[src/rtl/spi_host_pkg.sv]
`timescale 1ns/1ps
package spi_host_pkg;
   localparam int REG_W      = 16;
   localparam int OFF_DATA   = 0;
   localparam int OFF_CTRL   = 2;
   localparam int OFF_STAT   = 4;
   localparam int CTRL_DIV_W = 7;

   // control word, MSB first
   typedef struct packed {
      logic [CTRL_DIV_W-1:0] divider;     // 15:9
      logic                  idle_high;   // 8
      logic                  late_sample; // 7
      logic                  done_ie;     // 6
      logic                  rx_ie;       // 5
      logic [1:0]            spare_hi;    // 4:3
      logic                  wide;        // 2
      logic                  spare_lo;    // 1
      logic                  enable;      // 0
   } ctrl_t;
endpackage

[src/rtl/spi_host_clkdiv.sv]
`timescale 1ns/1ps
module spi_host_clkdiv #(
   parameter int DIV_W = 7
) (
   input  logic             clk,
   input  logic             rst_n,
   input  logic             run,
   input  logic [DIV_W-1:0] limit,
   output logic             tick
);
   logic [DIV_W-1:0] cnt_q;

   assign tick = run && (cnt_q == limit);

   always_ff @(posedge clk or negedge rst_n) begin
      if (!rst_n)
         cnt_q <= '0;
      else if (!run || tick)
         cnt_q <= '0;
      else
         cnt_q <= cnt_q + 1'b1;
   end
endmodule

[src/rtl/spi_host_engine.sv]
`timescale 1ns/1ps
module spi_host_engine #(
   parameter int WORD_W    = 16,
   parameter int DIV_W     = 7,
   parameter int MISO_SYNC = 0
) (
   input  logic              clk,
   input  logic              rst_n,
   input  logic              start,
   input  logic              wide,
   input  logic              late_sample,
   input  logic              idle_high,
   input  logic [DIV_W-1:0]  divider,
   input  logic [WORD_W-1:0] tx_word,
   output logic              active,
   output logic              done,
   output logic [WORD_W-1:0] rx_word,
   output logic              sclk,
   output logic              mosi,
   input  logic              miso
);
   localparam int HALF_W = WORD_W / 2;
   localparam int EDGE_W = $clog2(2 * WORD_W);
   localparam logic [EDGE_W-1:0] LAST_WIDE   = EDGE_W'(2 * WORD_W - 1);
   localparam logic [EDGE_W-1:0] LAST_NARROW = EDGE_W'(WORD_W - 1);

   generate
      if ((WORD_W % 2) != 0 || WORD_W < 4) begin : g_bad_word
         $error("spi_host_engine: WORD_W must be even and at least 4");
      end
      if (MISO_SYNC < 0) begin : g_bad_sync
         $error("spi_host_engine: MISO_SYNC must not be negative");
      end
   endgenerate

   logic              miso_s;
   logic              active_q, done_q, sclk_q, late_q, wide_q;
   logic [EDGE_W-1:0] edge_q;
   logic [DIV_W-1:0]  div_q;
   logic [WORD_W-1:0] tx_q, rx_q;
   logic              tick, is_sample, is_shift;
   logic [EDGE_W-1:0] last_edge;

   // optional miso resynchronizer; half period must exceed its depth
   generate
      if (MISO_SYNC == 0) begin : g_direct
         assign miso_s = miso;
      end else begin : g_sync
         logic [MISO_SYNC-1:0] sync_q;
         always_ff @(posedge clk or negedge rst_n) begin
            if (!rst_n) sync_q <= '0;
            else        sync_q <= MISO_SYNC'({sync_q, miso});
         end
         assign miso_s = sync_q[MISO_SYNC-1];
      end
   endgenerate

   spi_host_clkdiv #(.DIV_W(DIV_W)) u_div (
      .clk   (clk),
      .rst_n (rst_n),
      .run   (active_q),
      .limit (div_q),
      .tick  (tick)
   );

   assign last_edge = wide_q ? LAST_WIDE : LAST_NARROW;
   assign is_sample = late_q ? edge_q[0] : !edge_q[0];
   assign is_shift  = late_q ? (!edge_q[0] && (edge_q != '0)) : edge_q[0];

   always_ff @(posedge clk or negedge rst_n) begin
      if (!rst_n) begin
         active_q <= 1'b0;
         done_q   <= 1'b0;
         sclk_q   <= 1'b0;
         late_q   <= 1'b0;
         wide_q   <= 1'b0;
         edge_q   <= '0;
         div_q    <= '0;
         tx_q     <= '0;
         rx_q     <= '0;
      end else begin
         done_q <= 1'b0;
         if (start) begin
            active_q <= 1'b1;
            edge_q   <= '0;
            sclk_q   <= idle_high;
            late_q   <= late_sample;
            wide_q   <= wide;
            div_q    <= divider;
            tx_q     <= wide ? tx_word : {tx_word[HALF_W-1:0], {HALF_W{1'b0}}};
            rx_q     <= '0;
         end else if (tick) begin
            sclk_q <= ~sclk_q;
            edge_q <= edge_q + 1'b1;
            if (is_sample) rx_q <= {rx_q[WORD_W-2:0], miso_s};
            if (is_shift)  tx_q <= {tx_q[WORD_W-2:0], 1'b0};
            if (edge_q == last_edge) begin
               active_q <= 1'b0;
               done_q   <= 1'b1;
            end
         end
      end
   end

   assign active  = active_q;
   assign done    = done_q;
   assign rx_word = rx_q;
   assign sclk    = active_q ? sclk_q : idle_high;
   assign mosi    = tx_q[WORD_W-1];
endmodule

[src/rtl/spi_host_ctrl.sv]
`timescale 1ns/1ps
module spi_host_ctrl
   import spi_host_pkg::*;
#(
   parameter int ADDR_W    = 12,
   parameter int DIV_W     = 7,
   parameter int MISO_SYNC = 0
) (
   input  logic              clk,
   input  logic              rst_n,
   input  logic              wr_en,
   input  logic              rd_en,
   input  logic [ADDR_W-1:0] addr,
   input  logic [REG_W-1:0]  wdata,
   output logic [REG_W-1:0]  rdata,
   output logic              irq,
   output logic              sclk,
   output logic              mosi,
   input  logic              miso
);
   generate
      if (ADDR_W < 3) begin : g_bad_addr
         $error("spi_host_ctrl: ADDR_W must reach offset 4");
      end
      if (DIV_W < 1 || DIV_W > CTRL_DIV_W) begin : g_bad_div
         $error("spi_host_ctrl: DIV_W must fit the divider field");
      end
   endgenerate

   ctrl_t             ctrl_q;
   logic [REG_W-1:0]  data_q;
   logic              busy_q, full_q;
   logic              hit_data, hit_ctrl;
   logic              wr_data, rd_data, start;
   logic              eng_active, eng_done;
   logic [REG_W-1:0]  eng_rx;

   assign hit_data = (addr == ADDR_W'(OFF_DATA));
   assign hit_ctrl = (addr == ADDR_W'(OFF_CTRL));
   assign wr_data  = wr_en && hit_data;
   assign rd_data  = rd_en && hit_data;
   assign start    = wr_data && !busy_q && !eng_active;

   always_ff @(posedge clk or negedge rst_n) begin
      if (!rst_n)
         ctrl_q <= '0;
      else if (wr_en && hit_ctrl)
         ctrl_q <= ctrl_t'(wdata);
   end

   always_ff @(posedge clk or negedge rst_n) begin
      if (!rst_n) begin
         busy_q <= 1'b0;
         full_q <= 1'b0;
         data_q <= '0;
      end else if (eng_done) begin
         busy_q <= 1'b1;
         full_q <= 1'b1;
         data_q <= eng_rx;
      end else if (start) begin
         busy_q <= 1'b1;
         full_q <= 1'b0;
      end else if (rd_data) begin
         busy_q <= 1'b0;
         full_q <= 1'b0;
      end
   end

   always_comb begin
      rdata = '0;
      if (rd_en) begin
         case (addr)
            ADDR_W'(OFF_DATA): rdata = data_q;
            ADDR_W'(OFF_CTRL): rdata = ctrl_q;
            ADDR_W'(OFF_STAT): rdata = {{(REG_W-2){1'b0}}, full_q, busy_q};
            default:           rdata = '0;
         endcase
      end
   end

   assign irq = ctrl_q.enable &&
                ((!busy_q && ctrl_q.done_ie) || (full_q && ctrl_q.rx_ie));

   spi_host_engine #(
      .WORD_W    (REG_W),
      .DIV_W     (DIV_W),
      .MISO_SYNC (MISO_SYNC)
   ) u_engine (
      .clk         (clk),
      .rst_n       (rst_n),
      .start       (start),
      .wide        (ctrl_q.wide),
      .late_sample (ctrl_q.late_sample),
      .idle_high   (ctrl_q.idle_high),
      .divider     (ctrl_q.divider[DIV_W-1:0]),
      .tx_word     (wdata),
      .active      (eng_active),
      .done        (eng_done),
      .rx_word     (eng_rx),
      .sclk        (sclk),
      .mosi        (mosi),
      .miso        (miso)
   );
endmodule

[config.mk]
export PLATFORM = sky130hd
export DESIGN_NAME = spi_host_ctrl
export DESIGN_NICKNAME = d
export VERILOG_FILES = /design/src/rtl/spi_host_pkg.sv /design/src/rtl/spi_host_clkdiv.sv /design/src/rtl/spi_host_engine.sv /design/src/rtl/spi_host_ctrl.sv
export SDC_FILE = /design/constraint.sdc
export NUM_CORES = 1
export LEC_CHECK = 0
export ABC_AREA = 1
export BUFFER_PORTS_ARGS = -buffer_cell sky130_fd_sc_hd__buf_2
export CAP_MARGIN = 20
export CORE_ASPECT_RATIO = 1.1
export CORE_MARGIN = 5
export CORE_UTILIZATION = 35
export CTS_BUF_LIST = sky130_fd_sc_hd__clkbuf_16
export DETAILED_ROUTE_END_ITERATION = 8
export PLACE_DENSITY = 0.53
export REMOVE_ABC_BUFFERS = 1
export SKIP_CTS_REPAIR_TIMING = 1
export SYNTH_ARGS = -nofsm -noshare
export SYNTH_HDL_FRONTEND = slang
export SYNTH_SLANG_ARGS = --single-unit
[constraint.sdc]
create_clock -name clk -period 3.4 [get_ports clk]
set_input_delay 0.17 -clock clk [delete_from_list [all_inputs] [get_ports clk]]
set_output_delay 0.17 -clock clk [all_outputs]
set_load 0.005 [all_outputs]
* Word level (Yosys, flattened, before mapping)
Cells that the tools add are included.
** Word-level totals
- Output and inout port bits :: 19
- Word-level logic and storage cells :: 83
- Input bits :: 33
- Register bits :: 90
** Operators by class
- Bitwise operators :: 1
- Muxes and demuxes :: 29
- Eq/ne operators :: 4
- Reductions and logical operators :: 25
- Add/sub/neg operators :: 2
** Operator list (count)
- $mux 16 :: 8
- $pmux 16 s3 :: 1
- $mux 1 :: 16
- $mux 5 :: 3
- $eq 12x2->1 const B :: 1
- $eq 12x3->1 const B :: 1
- $logic_not 12->1 :: 1
- $logic_and 1x1->1 :: 10
- $reduce_bool 2->1 :: 4
- $add 7x1->7 const B :: 1
- $eq 7x7->1 :: 1
- $mux 7 :: 1
- $reduce_and 2->1 :: 3
- $add 5x1->5 const B :: 1
- $eq 5x5->1 :: 1
- $reduce_bool 5->1 :: 1
- $logic_not 1->1 :: 3
- $reduce_bool 3->1 :: 1
- $logic_or 1x1->1 :: 2
- $not 1->1 :: 1

* Longest topological paths before layout
Gate-level depths: netlist of run 1.
- Depth after elaboration :: 6
- Mapped depth :: 12
- Depth with buffers taken out :: 11

* Modules after synthesis
A second synthesis of run 1 with hierarchy kept.
** Second synthesis, totals
- Cells, all modules :: 640
- Area, all modules :: 4780.8 sq um
** Modules (own cells, without submodules)
- spi_host_engine :: area an instance 2364.8 sq um, times used 1, seq. area each 1226.2 sq um, cells each 304
- spi_host_ctrl :: area an instance 1949.4 sq um, times used 1, seq. area each 850.8 sq um, cells each 265
- spi_host_clkdiv :: area an instance 466.7 sq um, times used 1, seq. area each 175.2 sq um, cells each 71

* Worst setup path after synthesis of run 1
Ideal clock, no wire load.
- Kind :: reg-to-reg
- Start :: register u_engine.edge_q[0]
- End :: register u_engine.tx_q[10]
- Arrival :: 1.334 ns
- Period minus slack after synthesis :: 1.451 ns
- Buffers on the path :: 1
- Setup time :: 0.117 ns
- Slack :: 1.949 ns
- Stages on the path, launching flop included :: 12
- Data required time :: 3.283 ns
- Path through :: dfrtp_1 inv_2 ha_1 inv_1 nor2_1 nand3_1 nand2_1 inv_1 nand4_2 buf_2 nand3_1 nand2_1
** On the way
- Cells in the longest elaborated chain, start to end :: 5
- Elaborated cells on any way between the ends :: 6
- Classes of those cells :: mux (1); reduce/logical (5)
** RTL lines
- start, declared :: RTL line spi_host_engine.sv:38 : logic [EDGE_W-1:0] edge_q;
- start signal, assigned :: RTL line spi_host_engine.sv:94 : edge_q <= edge_q + 1'b1;
- $reduce_bool 5->1 / $logic_not 1->1 (equally long branches) :: RTL line spi_host_engine.sv:68 : assign is_shift = late_q ? (!edge_q[0] && (edge_q != '0)) : edge_q[0];
- $logic_and 1x1->1 :: RTL line spi_host_engine.sv:68
- $mux 1 * :: RTL line spi_host_engine.sv:68
- $reduce_bool 2->1 (no source line) *
- $reduce_and 2->1 (no source line) *
- end signal, assigned :: RTL line spi_host_engine.sv:90 : tx_q <= wide ? tx_word : {tx_word[HALF_W-1:0], {HALF_W{1'b0}}};
- end signal, assigned :: RTL line spi_host_engine.sv:96 : if (is_shift) tx_q <= {tx_q[WORD_W-2:0], 1'b0};
- end, declared :: RTL line spi_host_engine.sv:40 : logic [WORD_W-1:0] tx_q, rx_q;
Every way passes the cells marked *; elsewhere a longest branch is shown, timed or not.
A chain may end at the register's enable or synchronous reset.

* Worst setup path after layout of run 1
- Start :: register u_engine.active_q, in the netlist u_engine.active
- End :: register u_engine.tx_q[1]
** On the way
- Cells in the longest elaborated chain, start to end :: 4
- Elaborated cells on any way between the ends :: 7
- Classes of those cells :: mux (1); reduce/logical (6)
** RTL lines
- start, declared :: RTL line spi_host_engine.sv:37 : logic active_q, done_q, sclk_q, late_q, wide_q;
- start signal, assigned :: RTL line spi_host_engine.sv:72 : active_q <= 1'b0;
- start signal, assigned :: RTL line spi_host_engine.sv:84 : active_q <= 1'b1;
- start signal, assigned :: RTL line spi_host_engine.sv:98 : active_q <= 1'b0;
- $logic_not 1->1 :: RTL line spi_host_ctrl.sv:42 : assign start = wr_data && !busy_q && !eng_active;
- $logic_and 1x1->1 :: RTL line spi_host_ctrl.sv:42
- $reduce_bool 2->1 (no source line)
- $reduce_and 2->1 (no source line)
Several ways; a longest one is shown, not always the timed one.

==> impl_metrics.yaml, run 1 <==
status:
  outcome: "finished clean"
drt:
  met3WireLength_um: 372
  route.top_layer_used: "met4"
  wl_um: 11470
  routed_via_density: 4.879
  drtAntennaViolNets: 0
  vias: 3947
  drt-met1-wl_um: 5339
  wl_per_cell_um: 14.18
  wl_met2_um: 5552
  drtIter0Drc: 239
  first_pass_iters: 5
  drc: 0
power_and_ir_drop:
  power_switching_share_pct: 21.36
  clkPwrFrac_pct: 45.9
  p_switching_mw: 0.4473
  comb_power_share_pct: 2.9
  intPower_mw: 1.647
  vdd_drop_max_mv: 0.1727
  p_per_area_nw_per_um2: 403.0
  power_frac_seq_pct: 51.2
  p_leak_nw: 2.800
global_route:
  overflow: 0
  grt_pass1_vias: 4012
  grt_pass1_wl_um: 19650
  grt_max_degree: 62
  antenna_found_initial: 0
  grt_util_all_layers_pct: 15.83
placed_design:
  gp_congestion: 0.7891
  dp_slack_ns: 1.124
  place_area_um2: 4907
  hpwl_um: 8203
  port_buffers: 51
layout:
  design_area_um2: 5196
  drive_gt1_share_pct: 13.34
  nets: 683
  area_delta_synth_final_pct: 13.72
  fin_util_pct: 40.92
  n_antenna_cell: 0
  fill_cells: 1354
synthesis:
  synthCells: 609
  ys.flop_type: "dfrtp_1"
  async_flop_share_pct: 100.0
  synth_top_area_share_pct: 49.29
  synth-edff-count: 0
  synth_top_area_cell: "dfrtp_1"
  syn_area_um2: 4569
  syn_area_per_cell_um2: 7.503
  synth_cell_types: 32
  ys_ff_latch: 90
  synth_area_leaders: "dfrtp_1 (49%), nand2_1 (22%), nand3_1 (7.1%)"
  yosysWarnings: 0
  seq_area_frac_synth_pct: 49.29
sta:
  worst_slack_ns: 1.094
  fin_hold_ws_ns: 0.03619
  final_hold_viol_count: 0
  timing.fmax_mhz: 433.7
  relSlewSlack_pct: 51.61
  period_needed_ns: 2.306
  slew_viol_final: 0
  rsz0062_at_grt: "no"
  skew_ns: 0.006186
  finalSetupViolCount: 0
  fin_crit_sh_pct: 67.82
  tightestPinTransition_ns: 0.7241
critical_path:
  r2r_start: "u_engine.active"
  end_kind: "register"
  r2r-end: "u_engine.tx_q[1]"
  worstPathRequired_ns: 3.62
  path_class: "reg -> reg"
  start_kind: "register"
  reg2reg_depth: 7
  cp_data_arrival_time_ns: 2.53
  reg2reg_slack_ns: 1.09
  crit_fanout: 61
floorplan:
  core-area_um2: 12700
  dieHeight_um: 129.8
  die_w_um: 118.9
  row_count: 43
  ios: 52
  die-area_um2: 15440
  initial_core_util_pct: 35.99
clock_tree:
  cts_made_buffers: 9
  cts_sinks: 90
  clock_path_buffers: 2
  htree_levels: 3
  insertion_delay_ns: 0.34
  cts_root_buf: "clkbuf_16"
  clk_pin_slew_ns: 0.07
  cts_tree: "yes"
min_path:
  holdPathEnd: "u_engine.rx_word[0]"
  hold_depth: 3
  hold_path_startpoint: "miso"
  min_path_type: "in -> reg"
job:
  max_cap_viol_count: 0
-- state kept, by name, indices dropped and copies added (netlist names) --
signal / count
u_engine.wide_q: 1
u_engine.div_q: 7
busy_q: 1
full_q: 1
u_engine.active: 1
u_engine.sclk_q: 1
u_engine.rx_word: 16
u_engine.tx_q: 16
u_engine.u_div.cnt_q: 7
data_q: 16
ctrl_q: 16
u_engine.edge_q: 5
u_engine.done: 1
u_engine.late_q: 1
-- routing by layer --
metal	track usage, %	vias up
li1	-	1998
met1	20.74	1871
met2	26.69	64
met3	2.818	14
met4	5.453	0
met5	0	-
-- worst max-delay path, cell delays in order (launching register included) --
cell and delay, ns:
dfrtp_1 0.52, nor2_1 0.09, buf_4 0.21, nand2_2 0.24
buf_4 0.55, nand2_2 0.33, nand2_1 0.13, nand2_1 0.06
-- power groups by stage --
stage               logic (mW)  clock network [mW]  registers, mW
floorplan              0.00916                   0           1.09
global placement        0.0605                   0           1.09
detailed placement      0.0611                   0           1.09
CTS                     0.0612               0.987           1.07
global route            0.0696                1.03           1.07
finish                  0.0600               0.961           1.07
-- layout make-up --
class / instances / area, um2 / area share, %
tap: 157 / 196.4 / 3.780
inverter: 44 / 165.2 / 3.178
timing repair buffer: 57 / 305.3 / 5.875
clock inverter: 7 / 53.80 / 1.035
multi-input combinational: 445 / 1998 / 38.45
sequential: 90 / 2252 / 43.34
clock buffer: 9 / 225.2 / 4.334
-- cells in the mapped netlist, drive strengths merged (3+ instances only) --
library cell,number
a21oi,22
buf,18
clkbuf,12
dfrtp,90
ha,3
inv,43
nand2,269
nand3,66
nand3b,3
nand4,12
nor2,33
nor3,3
o21ai,23
xnor2,4
xor2,4
-- logic make-up (layout without fill, tap and decap cells) --
group | count (synthesis) | in the layout | share of synthesized area (%)
flip-flops | 90 | 90 | 49.29
buffers and inverters | 74 | 117 | 7.092
AND/OR/NAND/NOR | 388 | 388 | 36.17
AO/OA/AOI/OAI | 46 | 46 | 5.093
adder cells (fa/ha/maj) | 3 | 3 | 0.8216
XOR/XNOR | 8 | 8 | 1.533
-- placed cells by master (no fill, tap or decap) --
cell type	instances
ha_1	3
nand3_1	65
xor2_1	4
nand4_1	11
clkinv_2	1
dfrtp_1	90
inv_2	6
nand3b_1	2
xnor2_1	4
nor2_8	1
nor3_1	3
buf_4	6
o21ai_1	5
a21oi_1	22
a21boi_0	1
clkinv_1	3
nor3b_1	2
nand3b_2	1
dlygate4sd3_1	1
nand2_4	1
nand3_2	1
buf_2	50
clkbuf_16	9
o21ai_0	18
bufinv_16	1
nand4_2	1
inv_1	40
nor2_2	3
nor2_1	28
nor2_4	1
nand2_1	263
nand2_2	5
-- how the worst max path moves through the flow --
stage	endpoint	start	depth (start not counted)	slack, ns
floorplan	u_engine.tx_q[10]	addr[5]	7	-0.40
global placement	u_engine.tx_q[2]	u_engine.active	7	1.17
detailed placement	u_engine.tx_q[4]	u_engine.active	7	1.12
CTS	u_engine.tx_q[4]	u_engine.active	7	1.09
global route	u_engine.tx_q[4]	u_engine.active	7	0.85
finish	u_engine.tx_q[1]	u_engine.active	7	1.09
-- stage by stage --
step / TNS (ns) / total power, mW / cells
final: 0 / 2.094 / 809
after global routing: 0 / 2.167 / 809
after CTS: 0 / 2.121 / 808
after detailed placement: 0 / 1.154 / 792
after global placement: 0 / 1.153 / 792
after floorplan: -10.22 / 1.102 / 579
No activity file was read; power rests on OpenSTA's default activity.
==> run 2, diff against run 1 <==
- ABC_AREA: 1 -> 0
- PLACE_DENSITY: 0.53 -> 0.56
- clock period: 3.4 -> 2.05 ns (I/O delays scaled with it)
==> run 2 against run 1 <==
  * The flow now finishes with violations (negative hold slack)
  * Cell count decreased by 26%
  * Register-to-register slack got worse by 0.94 ns
  * Wire length decreased by 18%
  * Global-route usage decreased by 1.9 points
  * Cell area decreased by 2.5%
  * Largest power group unchanged
  * Highest routed layer unchanged
  * Clock skew increased by 0.00058 ns
  * Sequential share of layout area increased by 1.1 points
  * Utilization increased by 1.5 points
  * Critical path type unchanged
  * Clock power increased by 45%
  * Setup slack got worse by 0.94 ns
==> impl_metrics.yaml, run 2 <==
status:
  outcome: "complete, but fails checks"
  violations: "negative hold slack"
placed_design:
  port_buffers: 51
  hpwl_um: 7033
  gp_congestion: 0.7813
min_path:
  hold_depth: 3
  min_path_type: "in -> reg"
  hold_path_startpoint: "miso"
clock_tree:
  clock_path_buffers: 2
  clk_pin_slew_ns: 0.06
  cts_made_buffers: 9
  cts_tree: "yes"
  insertion_delay_ns: 0.34
  htree_levels: 3
  cts_sinks: 90
  cts_root_buf: "clkbuf_16"
sta:
  fin_hold_ws_ns: -0.02554
  skew_ns: 0.006762
  period_needed_ns: 1.892
  relSlewSlack_pct: 42.91
  setup_tns_ns: 0
  fin_crit_sh_pct: 92.29
  finalSetupViolCount: 0
  rsz0062_at_grt: "no"
  tightestPinTransition_ns: 0.8564
  final_hold_viol_count: 1
  slew_viol_final: 0
  timing.fmax_mhz: 528.6
critical_path:
  max_stage_delay_ns: 0.45
  end_kind: "register"
  path_buf_inv: 2
  start_kind: "register"
  crit_slowest_cell: "or4b_1"
  cp_data_arrival_time_ns: 2.11
  reg2reg_depth: 8
  startpoint: "u_engine.edge_q[0]"
  r2r_start: "u_engine.edge_q[0]"
  cp_top_family: "simple AND/OR/NAND/NOR gates"
  crit_fanout: 16
  path_depth: 8
  path_class: "reg -> reg"
  cp_cell_sequence: "inv_1 -> ha_1 -> or4b_1 -> a21oi_2 -> nor3_4 -> buf_12 -> mux2i_1 -> a21oi_1"
  worstPathRequired_ns: 2.26
synthesis:
  seq_area_frac_synth_pct: 53.35
  synthMuxAreaShare_pct: 15.23
  synth_compound_area_share_pct: 10.40
  yosys.cell_count.top_type: "dfrtp_1"
  synth_top_area_cell: "dfrtp_1"
  synth_top_area_share_pct: 53.35
  yosysWarnings: 0
  ys.flop_type: "dfrtp_1"
  syn_area_per_cell_um2: 11.08
  synth_top_family_by_area: "multiplexers"
  async_flop_share_pct: 100.0
  yosys.area_share.simple_pct: 12.92
  ys_top_cells_by_count: "dfrtp_1 (90), mux2_2 (42), nand2_1 (37)"
  synth_fa_ha_area_share_pct: 0.8892
  synth-xor-area-share_pct: 4.060
  synth_area_leaders: "dfrtp_1 (53%), mux2_2 (11%), mux2i_1 (4.0%)"
  ys_ff_latch: 90
  syn_area_um2: 4222
  synth-edff-count: 0
  synth_cell_types: 36
  synthCells: 381
drt:
  drtIter0Drc: 119
  drtAntennaViolNets: 0
  first_pass_iters: 4
  vias: 2960
  routed_via_density: 4.925
  drc: 0
  wl_um: 9409
  wl_per_cell_um: 15.66
global_route:
  grt_max_degree: 42
  grt_util_all_layers_pct: 13.96
  grt_pass1_vias: 3154
  overflow: 0
  grt_pass1_wl_um: 15950
  antenna_found_initial: 0
layout:
  n_antenna_cell: 0
  fin_util_pct: 42.46
  drive_gt1_share_pct: 30.65
  final_cell_mix: "dfrtp_1 (90), buf_2 (50), mux2_2 (42)"
  area_delta_synth_final_pct: 19.98
  final_common_cell: "dfrtp_1"
  nets: 482
  fill_cells: 1124
power_and_ir_drop:
  p_per_area_nw_per_um2: 656.2
  p_leak_nw: 2.214
  vdd_drop_max_mv: 0.3425
  p_total_mw: 3.324
floorplan:
  core-area_um2: 11930
  die_w_um: 114.7
  initial_core_util_pct: 35.39
  ios: 52
  row_count: 42
  dieHeight_um: 125.2
  die-area_um2: 14360
job:
  max_cap_viol_count: 0
run 2: changes by cell type after synthesis, moves of 6 or more:
cell,previous run,this run
nand2_1,264,37
nand3_1,65,8
mux2_2,0,42
inv_1,37,8
mux2i_1,0,17
a22oi_1,0,16
nor2b_1,0,12
nand4_1,11,0
a211oi_1,0,8
buf_2,13,7
inv_2,6,0
run 2: path summary, 6_finish.rpt:
| check | endpoint | slack [ns] |
|---|---|---|
| worst max-delay path | u_engine.tx_q[8] | 0.16 |
| worst min-delay path | u_engine.rx_word[0] | -0.03 |
| worst max register to register | u_engine.tx_q[8] | 0.16 |
| worst min register to register | u_engine.rx_word[13] | 0.50 |
| max in group asynchronous | u_engine.tx_q[0] | 1.18 |
| min in group asynchronous | u_engine.rx_word[12] | 0.28 |
run 2: logic make-up after synthesis:
family                     Yosys count
and+or+nand+nor                    109
DFF                                 90
AOI/OAI and AO/OA                   73
muxes                               59
buffers and inverters               30
xor gates and xnor gates            17
adders and majority gates            3
run 2: tightest hold or removal path, stage by stage:
cell and delay, ns:
buf_2 0.08, nand2_1 0.03, o21ai_0 0.06
run 2: stage by stage:
step,cells,worst slack (ns),instance area [um2]
after floorplan,359,-0.4813,4119
after global placement,587,-0.01276,4793
after detailed placement,587,-0.05538,4793
after CTS,599,-0.07891,5031
after global routing,601,0.02321,5065
final,601,0.1581,5065
run 2: report_power, final:
group | internal [mW] | switching [mW] | leakage (nW)
Sequential | 1.80 | 0.0130 | 1.10
Clock | 0.782 | 0.610 | 0.122
Combinational | 0.0493 | 0.0734 | 0.992
Total | 2.63 | 0.697 | 2.21
run 2: final cells by class:
cell class / instances / area (um2) / area share [%]
inverter: 8 / 30.03 / 0.5929
tap: 154 / 192.7 / 3.804
sequential: 90 / 2252 / 44.47
multi-input combinational: 261 / 1854 / 36.61
clock inverter: 3 / 12.51 / 0.2470
timing repair buffer: 76 / 498.0 / 9.832
clock buffer: 9 / 225.2 / 4.447
run 2: layer usage:
metal	wire, um	vias up	global-route usage, %
met2	4818	42	23.12
met1	4062	1444	17.74
li1	-	1456	-
met3	270	18	2.078
met5	0	-	0
met4	257	0	6.768
